File: config.mk
export PLATFORM = sky130hd
export DESIGN_NAME = mlt3TxPcs
export DESIGN_NICKNAME = d
export VERILOG_FILES = /design/src/rtl/mlt3TxPcsPkg.sv /design/src/rtl/txPcsCtrl.sv /design/src/rtl/txPcsDatapath.sv /design/src/rtl/rxPcsDemap.sv /design/src/rtl/mlt3TxPcs.sv
export SDC_FILE = /design/constraint.sdc
export NUM_CORES = 1
export LEC_CHECK = 0
export CAP_MARGIN = 10
export CORE_MARGIN = 1.5
export CORE_UTILIZATION = 25
export CTS_CLUSTER_SIZE = 10
export DETAILED_ROUTE_END_ITERATION = 8
export DONT_BUFFER_PORTS = 1
export PLACE_DENSITY_LB_ADDON = 0.15
export SYNTH_ARGS = -nofsm -noshare
export SYNTH_HDL_FRONTEND = slang
export SYNTH_SLANG_ARGS = --single-unit
File: constraint.sdc
create_clock -name clk -period 2.4 [get_ports clk]
set_input_delay 0.12 -clock clk [delete_from_list [all_inputs] [get_ports clk]]
set_output_delay 0.12 -clock clk [all_outputs]
set_load 0.02 [all_outputs]
File: src/rtl/mlt3TxPcsPkg.sv
package mlt3TxPcsPkg;

  localparam int NIB_W = 4;
  localparam int CG_W  = NIB_W + 1;

  localparam logic [CG_W-1:0]  CG_IDLE = 5'b11111;
  localparam logic [CG_W-1:0]  CG_J    = 5'b11000;
  localparam logic [CG_W-1:0]  CG_K    = 5'b10001;
  localparam logic [CG_W-1:0]  CG_T    = 5'b01101;
  localparam logic [CG_W-1:0]  CG_R    = 5'b00111;
  localparam logic [CG_W-1:0]  CG_H    = 5'b00100;
  localparam logic [NIB_W-1:0] PREAMBLE_NIB = 4'b0101;

  typedef enum logic [2:0] {
    SEL_IDLE, SEL_J, SEL_K, SEL_T, SEL_R, SEL_DATA, SEL_ERR, SEL_RAW
  } codeSel_e;

  typedef struct packed {
    logic     load;
    codeSel_e sel;
  } txStrobe_t;

  typedef struct packed {
    logic             hit;
    logic [NIB_W-1:0] nib;
  } demap_t;

  function automatic logic [CG_W-1:0] mapNibble(input logic [NIB_W-1:0] nib);
    logic [CG_W-1:0] cg;
    case (nib)
      4'h0: cg = 5'b11110;
      4'h1: cg = 5'b01001;
      4'h2: cg = 5'b10100;
      4'h3: cg = 5'b10101;
      4'h4: cg = 5'b01010;
      4'h5: cg = 5'b01011;
      4'h6: cg = 5'b01110;
      4'h7: cg = 5'b01111;
      4'h8: cg = 5'b10010;
      4'h9: cg = 5'b10011;
      4'hA: cg = 5'b10110;
      4'hB: cg = 5'b10111;
      4'hC: cg = 5'b11010;
      4'hD: cg = 5'b11011;
      4'hE: cg = 5'b11100;
      default: cg = 5'b11101;
    endcase
    return cg;
  endfunction

  function automatic demap_t unmapCode(input logic [CG_W-1:0] cg);
    demap_t r;
    r = '0;
    for (int i = 0; i < (1 << NIB_W); i++) begin
      if (mapNibble(NIB_W'(i)) == cg) begin
        r.hit = 1'b1;
        r.nib = NIB_W'(i);
      end
    end
    return r;
  endfunction

endpackage

File: src/rtl/txPcsCtrl.sv
module txPcsCtrl
  import mlt3TxPcsPkg::*;
(
  input  logic      clk,
  input  logic      rstN,
  input  logic      txEn,
  input  logic      txEr,
  input  logic      bypass,
  output txStrobe_t strobe,
  output logic      nibbleReq,
  output logic      groupEnd
);

  localparam int PH_W = $clog2(CG_W);
  localparam logic [PH_W-1:0] LAST_PH = PH_W'(CG_W - 1);

  typedef enum logic [1:0] {F_IDLE, F_K, F_DATA, F_R} frame_e;

  logic [PH_W-1:0] phase;
  frame_e          frame, frameNext;
  codeSel_e        sel;

  always_ff @(posedge clk) begin
    if (!rstN) phase <= '0;
    else if (phase == LAST_PH) phase <= '0;
    else phase <= phase + 1'b1;
  end

  assign nibbleReq = (phase == LAST_PH);
  assign groupEnd  = (phase == '0);

  always_comb begin
    sel       = SEL_IDLE;
    frameNext = frame;
    if (bypass) begin
      sel       = SEL_RAW;
      frameNext = F_IDLE;
    end else begin
      unique case (frame)
        F_IDLE: if (txEn) begin
          sel       = SEL_J;
          frameNext = F_K;
        end
        F_K: begin
          sel       = SEL_K;
          frameNext = F_DATA;
        end
        F_DATA: if (txEn) begin
          sel = txEr ? SEL_ERR : SEL_DATA;
        end else begin
          sel       = SEL_T;
          frameNext = F_R;
        end
        default: begin
          sel       = SEL_R;
          frameNext = F_IDLE;
        end
      endcase
    end
  end

  always_ff @(posedge clk) begin
    if (!rstN) frame <= F_IDLE;
    else if (nibbleReq) frame <= frameNext;
  end

  assign strobe.load = nibbleReq;
  assign strobe.sel  = sel;

endmodule

File: src/rtl/txPcsDatapath.sv
module txPcsDatapath
  import mlt3TxPcsPkg::*;
#(
  parameter int LFSR_W   = 11,
  parameter int LFSR_TAP = 9,
  parameter logic [LFSR_W-1:0] LFSR_SEED = '1
) (
  input  logic             clk,
  input  logic             rstN,
  input  txStrobe_t        strobe,
  input  logic             txEr,
  input  logic [NIB_W-1:0] txD,
  output logic [1:0]       lineSym
);

  logic [CG_W-1:0]   groupNext, shiftReg;
  logic              rawGroup;
  logic [LFSR_W-1:0] lfsr;
  logic              keyBit, codeBit, lineBit;
  logic [1:0]        mltIdx;

  always_comb begin
    unique case (strobe.sel)
      SEL_J:    groupNext = CG_J;
      SEL_K:    groupNext = CG_K;
      SEL_T:    groupNext = CG_T;
      SEL_R:    groupNext = CG_R;
      SEL_DATA: groupNext = mapNibble(txD);
      SEL_ERR:  groupNext = CG_H;
      SEL_RAW:  groupNext = {txEr, txD};
      default:  groupNext = CG_IDLE;
    endcase
  end

  always_ff @(posedge clk) begin
    if (!rstN) begin
      shiftReg <= CG_IDLE;
      rawGroup <= 1'b0;
    end else if (strobe.load) begin
      shiftReg <= groupNext;
      rawGroup <= (strobe.sel == SEL_RAW);
    end else begin
      shiftReg <= {shiftReg[CG_W-2:0], 1'b0};
    end
  end

  assign keyBit  = lfsr[LFSR_W-1] ^ lfsr[LFSR_TAP-1];
  assign codeBit = shiftReg[CG_W-1];
  assign lineBit = rawGroup ? codeBit : (codeBit ^ keyBit);

  always_ff @(posedge clk) begin
    if (!rstN) begin
      lfsr   <= LFSR_SEED;
      mltIdx <= 2'd0;
    end else begin
      lfsr   <= {lfsr[LFSR_W-2:0], keyBit};
      mltIdx <= mltIdx + {1'b0, lineBit};
    end
  end

  always_comb begin
    unique case (mltIdx)
      2'd1:    lineSym = 2'b01;
      2'd3:    lineSym = 2'b11;
      default: lineSym = 2'b00;
    endcase
  end

endmodule

File: src/rtl/rxPcsDemap.sv
module rxPcsDemap
  import mlt3TxPcsPkg::*;
#(
  parameter int LFSR_W   = 11,
  parameter int LFSR_TAP = 9,
  parameter logic [LFSR_W-1:0] LFSR_SEED = '1
) (
  input  logic             clk,
  input  logic             rstN,
  input  logic [1:0]       lineSym,
  input  logic             groupEnd,
  input  logic             bypass,
  output logic             rxDv,
  output logic             rxEr,
  output logic [NIB_W-1:0] rxD
);

  logic [1:0]        prevSym;
  logic              started;
  logic [LFSR_W-1:0] lfsr;
  logic              keyBit, nrzBit, plainBit;
  logic [CG_W-2:0]   collect;
  logic [CG_W-1:0]   group;
  logic              inFrame;
  demap_t            dm;

  assign nrzBit   = (lineSym != prevSym);
  assign keyBit   = lfsr[LFSR_W-1] ^ lfsr[LFSR_TAP-1];
  assign plainBit = bypass ? nrzBit : (nrzBit ^ keyBit);
  assign group    = {collect, plainBit};
  assign dm       = unmapCode(group);

  always_ff @(posedge clk) begin
    if (!rstN) begin
      prevSym <= 2'b00;
      started <= 1'b0;
      lfsr    <= LFSR_SEED;
      collect <= '0;
    end else begin
      prevSym <= lineSym;
      started <= 1'b1;
      if (started) lfsr <= {lfsr[LFSR_W-2:0], keyBit};
      collect <= {collect[CG_W-3:0], plainBit};
    end
  end

  always_ff @(posedge clk) begin
    if (!rstN) begin
      rxDv    <= 1'b0;
      rxEr    <= 1'b0;
      rxD     <= '0;
      inFrame <= 1'b0;
    end else if (started && groupEnd) begin
      if (bypass) begin
        rxDv        <= 1'b0;
        {rxEr, rxD} <= group;
        inFrame     <= 1'b0;
      end else if (group == CG_J || group == CG_K) begin
        rxDv    <= 1'b1;
        rxEr    <= 1'b0;
        rxD     <= PREAMBLE_NIB;
        inFrame <= 1'b1;
      end else if (group == CG_T || group == CG_R || group == CG_IDLE) begin
        rxDv    <= 1'b0;
        rxEr    <= 1'b0;
        rxD     <= '0;
        inFrame <= 1'b0;
      end else if (dm.hit) begin
        rxDv <= inFrame;
        rxEr <= 1'b0;
        rxD  <= inFrame ? dm.nib : '0;
      end else begin
        rxDv <= inFrame;
        rxEr <= inFrame;
        rxD  <= '0;
      end
    end
  end

endmodule

File: src/rtl/mlt3TxPcs.sv
module mlt3TxPcs
  import mlt3TxPcsPkg::*;
#(
  parameter int LFSR_W   = 11,
  parameter int LFSR_TAP = 9,
  parameter logic [LFSR_W-1:0] LFSR_SEED = '1
) (
  input  logic       clk,
  input  logic       rstN,
  input  logic       txEn,
  input  logic       txEr,
  input  logic [3:0] txD,
  input  logic       bypassPin,
  input  logic       bypassCfg,
  output logic       nibbleReq,
  output logic [1:0] lineSym,
  output logic       rxDv,
  output logic       rxEr,
  output logic [3:0] rxD
);

  logic      bypass;
  logic      groupEnd;
  txStrobe_t strobe;

  assign bypass = bypassPin | bypassCfg;

  txPcsCtrl u_ctrl (
    .clk       (clk),
    .rstN      (rstN),
    .txEn      (txEn),
    .txEr      (txEr),
    .bypass    (bypass),
    .strobe    (strobe),
    .nibbleReq (nibbleReq),
    .groupEnd  (groupEnd)
  );

  txPcsDatapath #(
    .LFSR_W    (LFSR_W),
    .LFSR_TAP  (LFSR_TAP),
    .LFSR_SEED (LFSR_SEED)
  ) u_dp (
    .clk     (clk),
    .rstN    (rstN),
    .strobe  (strobe),
    .txEr    (txEr),
    .txD     (txD),
    .lineSym (lineSym)
  );

  rxPcsDemap #(
    .LFSR_W    (LFSR_W),
    .LFSR_TAP  (LFSR_TAP),
    .LFSR_SEED (LFSR_SEED)
  ) u_rx (
    .clk      (clk),
    .rstN     (rstN),
    .lineSym  (lineSym),
    .groupEnd (groupEnd),
    .bypass   (bypass),
    .rxDv     (rxDv),
    .rxEr     (rxEr),
    .rxD      (rxD)
  );

endmodule

### Yosys cells after proc, flatten, opt, wreduce, memory -nomap -nowiden

Memories as Yosys holds them, arrays and structs flattened.
Index checks and enable logic that the tools add are counted.

* bits in registers: 48
* ROM bits: 80
* input bits: 10
* output and inout bits: 9
* memories kept: 1

Memories
* (name not given): depth 16, bits a word 5, read ports 1, clocked after memory_dff 0, write ports 0, line mlt3TxPcsPkg.sv:30 `case (nib)`

* $add $sub $neg: 2
* equal/unequal tests: 36
* mux-type cells: 43
* bitwise operators: 6
* reductions and logical operators: 10

Operator list (number)
* $mux 5: 17
* $eq 5x5->1 const A: 11
* $pmux 5 s7: 1
* $eq 4x5->1 const A: 5
* $mux 4: 5
* $eq 3x3->1 const B: 5
* $eq 5x5->1 const B: 3
* $mux 1: 11
* $pmux 3 s3: 1
* $mux 2: 4
* $eq 3x2->1 const B: 2
* $mux 3: 2
* $ne 3x2->1 const B: 2
* $pmux 2 s3: 1
* $eq 5x3->1 const B: 1
* $eq 5x4->1 const B: 1
* $eq 2x1->1 const B: 2
* $eq 2x2->1 const B: 2
* $pmux 2 s2: 1
* $xor 1x1->1: 4
* $add 3x1->3 const B: 1
* $eq 3x1->1 const B: 1
* $logic_not 3->1: 1
* $logic_or 1x1->1: 3
* other kinds (10): 10

### Logic depth before layout (Yosys ltp)

* word-level depth: 27
* depth in mapped cells: 8

### Cells and area by module

A second synthesis with hierarchy kept.

* cells, all modules: 260
* area, all modules: 2313.5 um2

Modules (own cells, without submodules)
* rxPcsDemap: instances 1, cells an instance 131, area each 1196.1 um2
* txPcsDatapath: instances 1, cells an instance 85, area each 764.5 um2
* txPcsCtrl: instances 1, cells an instance 43, area each 346.6 um2
* mlt3TxPcs: instances 1, cells an instance 1, area each 6.3 um2

### Least setup slack after synthesis

No wires, ideal clock.

* path kind: flip-flop to flip-flop
* start: register u_dp.mltIdx[0]
* end: register u_rx.rxD[2]
* data arrival time: 1.645 ns
* required time: 2.326 ns
* setup slack: 0.681 ns
* cell stages (with the launch flop): 6
* path buffers: 0
* cell sequence: dfxtp_1 > nor3_1 > a31oi_4 > xnor3_1 > or4_1 > a31oi_1

* longest elaborated chain between the ends: 26
* elaborated cells between the ends (all ways): 51

Ends and longest elaborated chain
* start: declaration: line txPcsDatapath.sv:20 `logic [1:0] mltIdx;`
* start signal: assignment: line txPcsDatapath.sv:57 `mltIdx <= mltIdx + {1'b0, lineBit};`
* $eq 2x2->1 / $eq 2x1->1 (equally long branches): line txPcsDatapath.sv:62 `unique case (mltIdx)`
* $pmux 2 s2 *: line txPcsDatapath.sv:62
* $ne 2x2->1 *: line rxPcsDemap.sv:27 `assign nrzBit = (lineSym != prevSym);`
* $xor 1x1->1: line rxPcsDemap.sv:29 `assign plainBit = bypass ? nrzBit : (nrzBit ^ keyBit);`
* $mux 1 *: line rxPcsDemap.sv:29
* $eq 4x5->1 / $eq 5x5->1 (equally long branches): line mlt3TxPcsPkg.sv:55 `if (mapNibble(NIB_W'(i)) == cg) begin`
* $mux 5 (15 in series): line mlt3TxPcsPkg.sv:55
* $mux 4 / $mux 5 (equally long branches): line rxPcsDemap.sv:71, mlt3TxPcsPkg.sv:55
* $mux 4: line rxPcsDemap.sv:68 `end else if (dm.hit) begin`
* $mux 4: line rxPcsDemap.sv:63 `end else if (group == CG_T || group == CG_R || group == CG_IDLE) begin`
* $mux 4 *: line rxPcsDemap.sv:58 `end else if (group == CG_J || group == CG_K) begin`
* $mux 4 *: line rxPcsDemap.sv:54 `if (bypass) begin`
* end signal: assignment: line rxPcsDemap.sv:56 `{rxEr, rxD} <= group;`
* end signal: assignment: line rxPcsDemap.sv:71 `rxD <= inFrame ? dm.nib : '0;`
* end: declaration: line rxPcsDemap.sv:15 `output logic [NIB_W-1:0] rxD`

Every way passes the cells marked *; elsewhere a longest branch is shown, timed or not.
A chain may end at the register's enable or synchronous reset.

### Worst setup path in the final report

* start: register u_ctrl.frame[1]
* end: register u_dp.shiftReg[1]

* longest elaborated chain between the ends: 6
* elaborated cells between the ends (all ways): 14

Ends and longest elaborated chain
* start: declaration: line txPcsCtrl.sv:20 `frame_e frame, frameNext;`
* start signal: assignment: line txPcsCtrl.sv:64 `else if (nibbleReq) frame <= frameNext;`
* $eq 2x2->1, or another cell as far along: line txPcsCtrl.sv:39 `unique case (frame)`
* $pmux 3 s3 *: line txPcsCtrl.sv:39
* $mux 3 *: line txPcsCtrl.sv:35 `if (bypass) begin`
* $eq 3x3->1, or another cell as far along: line txPcsDatapath.sv:23 `unique case (strobe.sel)`
* $pmux 5 s7 *: line txPcsDatapath.sv:23
* $mux 5 *: line txPcsDatapath.sv:39 `end else if (strobe.load) begin`
* end signal: assignment: line txPcsDatapath.sv:40 `shiftReg <= groupNext;`
* end signal: assignment: line txPcsDatapath.sv:43 `shiftReg <= {shiftReg[CG_W-2:0], 1'b0};`
* end: declaration: line txPcsDatapath.sv:16 `logic [CG_W-1:0] groupNext, shiftReg;`

Marked as above.

==> results.ini <==
[status]
status = finished, final reports clean

[logic_synthesis]
ys_seq_elements = 48
ys.warnings.count = 0
avgSynthCellArea_um2 = 8.55
seq_area_frac_synth_pct = 41.3
syn_area_mm2 = 0.00232
synthTopCellsByArea = dfxtp_1 41%, mux2i_1 5.2%, nand2_1 4.5%, nand2b_1 4.0%, nor2_1 3.6%
syn_inst = 272
synthArstFlopShare_pct = 0
yosys.area.top_type = dfxtp_1
synth_cell_types = 49
synthFlopType = dfxtp_1
synth_top_area_share_pct = 41.3
synth_edf_count = 0
syn-num-nets = 288

[timing]
setup_viol_count_final = 0
max_freq_ghz = 0.522
timing.final.crit_period_ns = 1.92
slew_violations = 0
relSlewSlack_pct = 56.9
worst_hold_slack_ns = 0.0198
finalHoldViolCount = 0
tns_ns = 0
rsz0062_at_grt = no
fin_crit_sh_pct = 79.9
tightestPinTransition_ns = 0.645
post-route-worst-setup-slack_ns = 0.483
finalClockSkew_ns = 0.00806

[clock_network]
clk-insertion-delay-late_ns = 0.30
postCtsHoldBufs = 3
clk_pin_slew_ns = 0.10
cts_max_level = 2
numCtsBuffers = 5
root_buffer = clkbuf_8
cts_resized = 0
post_cts_buffers = 0
clockBufferDepth = 2
cts.sinks = 48
cts_tree = built

[setup_path]
cp_max_fo = 6
crit_start = u_ctrl.frame[1]
worst_r2r_path_depth = 6
cp.arrival_ns = 2.15
crit_type = flop to flop
required_ns = 2.63
r2r_end = u_dp.shiftReg[1]
end_kind = flop
reg2reg_from = u_ctrl.frame[1]
critPathLaunchType = flop
regToRegSetupSlack_ns = 0.48

[power_and_ir_drop]
p_int_mw = 1.23
p_leak_nw = 0.982
ir_drop_v = 0.000239
switching_share_pct = 26.1
pwr-share-seq_pct = 52.9
p_comb_share_pct = 10.9
switching_power_uw = 435
p_per_area_mw_per_mm2 = 641
clkPwrFrac_pct = 36.1

[finish]
diodes = 0
multi_input_area_mm2 = 0.00126
final_cell_mix = 48 x dfxtp_1, 28 x nand2_1, 22 x nor2_1
layout_commonest_cell = dfxtp_1
nets = 286
drive_gt1_share_pct = 7.75
regArea_um2 = 961
syn_to_final_growth_pct = 11.6
fillCellCount = 969

[floorplan]
start_util_pct = 25.5
die_w_um = 99.4
rows = 35
io_pins = 19
core_mm2 = 0.00911
die_area_mm2 = 0.00989
die_h_um = 99.4

[global_routing]
track_usage_pct = 10.8
grt_max_degree = 38
grt_antenna_before_repair = 0
overflow = 0
grt_pass1_wl_um = 8380
grt_pass1_vias = 1718

[route]
routed_wl_um = 5020
vias = 1827
firstDrtPassIters = 4
drcViolationCount = 0
ant_nets = 0
drtIter0Drc = 93
wire_per_inst_um = 13.1
via_per_inst = 4.78

[placement]
pre_cts_ws_ns = 0.518
io_buffer_count = 0
gp_congestion = 0.787
dp_hpwl_um = 3340

[worst_hold_path]
min_delay_worst_endpoint = u_dp.shiftReg[1]
worst_hold_path_type = primary input to flop
worstHoldPathCells = 2
hold_start = txD[1]

[job]
drv_cap = 0

-- cells by family (layout without fill, tap and decap cells) --
family	Yosys count	after routing	synth area share, %
AOI/OAI and AO/OA	61	61	17.9
xor gates and xnor gates	13	13	5.49
adders and majority gates	6	6	3.23
buffers and inverters	27	26	4.41
DFF	48	48	41.3
muxes	12	12	5.17
and+or+nand+nor	105	105	22.4
-- cell usage after synthesis (6+ instances only) --
cell type  instances
ha_1               6
xnor2_1            8
nand2b_1          15
dfxtp_1           48
mux2i_1           12
inv_1              8
nand2_1           28
nand3_1            6
nor3_1             9
nor2_1            22
a21oi_1            9
clkbuf_1          16
a31oi_1            6
o21ai_0           16
-- how the worst max path moves through the flow --
stage                             endpoint  depth (start not counted)
after floorplan                u_rx.rxD[2]                          5
after global placement         u_rx.rxD[0]                          5
after detailed placement  u_dp.shiftReg[3]                          7
after CTS                 u_dp.shiftReg[1]                          7
final                     u_dp.shiftReg[1]                          6
after global routing      u_dp.shiftReg[4]                          7
-- stage by stage --
step	area [um2]	power (mW)	std cells	utilization, %
detailed placement	2440	1.07	371	26.8
CTS	2590	1.70	382	28.5
global route	2590	1.75	382	28.5
finish	2590	1.66	382	28.5
floorplan	2320	1.04	272	-
global placement	2440	1.07	371	26.8
-- worst max-delay path, cell delays in order, from the launching register on --
cell	delay (ns)
dfxtp_1	0.41
ha_1	0.28
nand2_1	0.15
a211o_1	0.33
o21ai_0	0.38
a211oi_1	0.13
o21ai_0	0.15
-- power by group through the flow --
| stage | logic (mW) | registers [mW] | clock network [mW] |
|---|---|---|---|
| 2_1_floorplan | 0.159 | 0.878 | 0 |
| 3_3_place_gp | 0.169 | 0.900 | 0 |
| 6_report | 0.182 | 0.880 | 0.601 |
| 3_5_place_dp | 0.168 | 0.900 | 0 |
| 4_1_cts | 0.184 | 0.881 | 0.633 |
| 5_1_grt | 0.207 | 0.887 | 0.660 |
-- area by class of cell --
cell class / count / area share, %
repair buffers: 9 / 3.28
multi-input cells: 197 / 48.6
inverters: 9 / 1.30
clock inverters: 3 / 1.78
clock buffers: 5 / 2.65
well taps: 111 / 5.35
flip-flops and latches: 48 / 37.0
-- flip-flops by register name (all words and copies together), names as in the netlist --
signal and count:
u_dp.lfsr 11, u_rx.lfsr 11, u_dp.shiftReg 5, u_rx.collect 4
u_rx.rxD 4, u_ctrl.phase 3, u_ctrl.frame 2, u_dp.mltIdx 2
u_rx.prevSym 2, u_dp.rawGroup 1, u_rx.rxDv 1, u_rx.rxEr 1
u_rx.started 1
-- layer usage --
layer	vias up	global-route usage, %	wire, um
met1	839	14.3	2570
met3	2	2.95	219
met5	-	0	0
met4	0	3.47	36
met2	36	17.0	2190
li1	950	-	-
No activity file was read; power rests on OpenSTA's default activity.
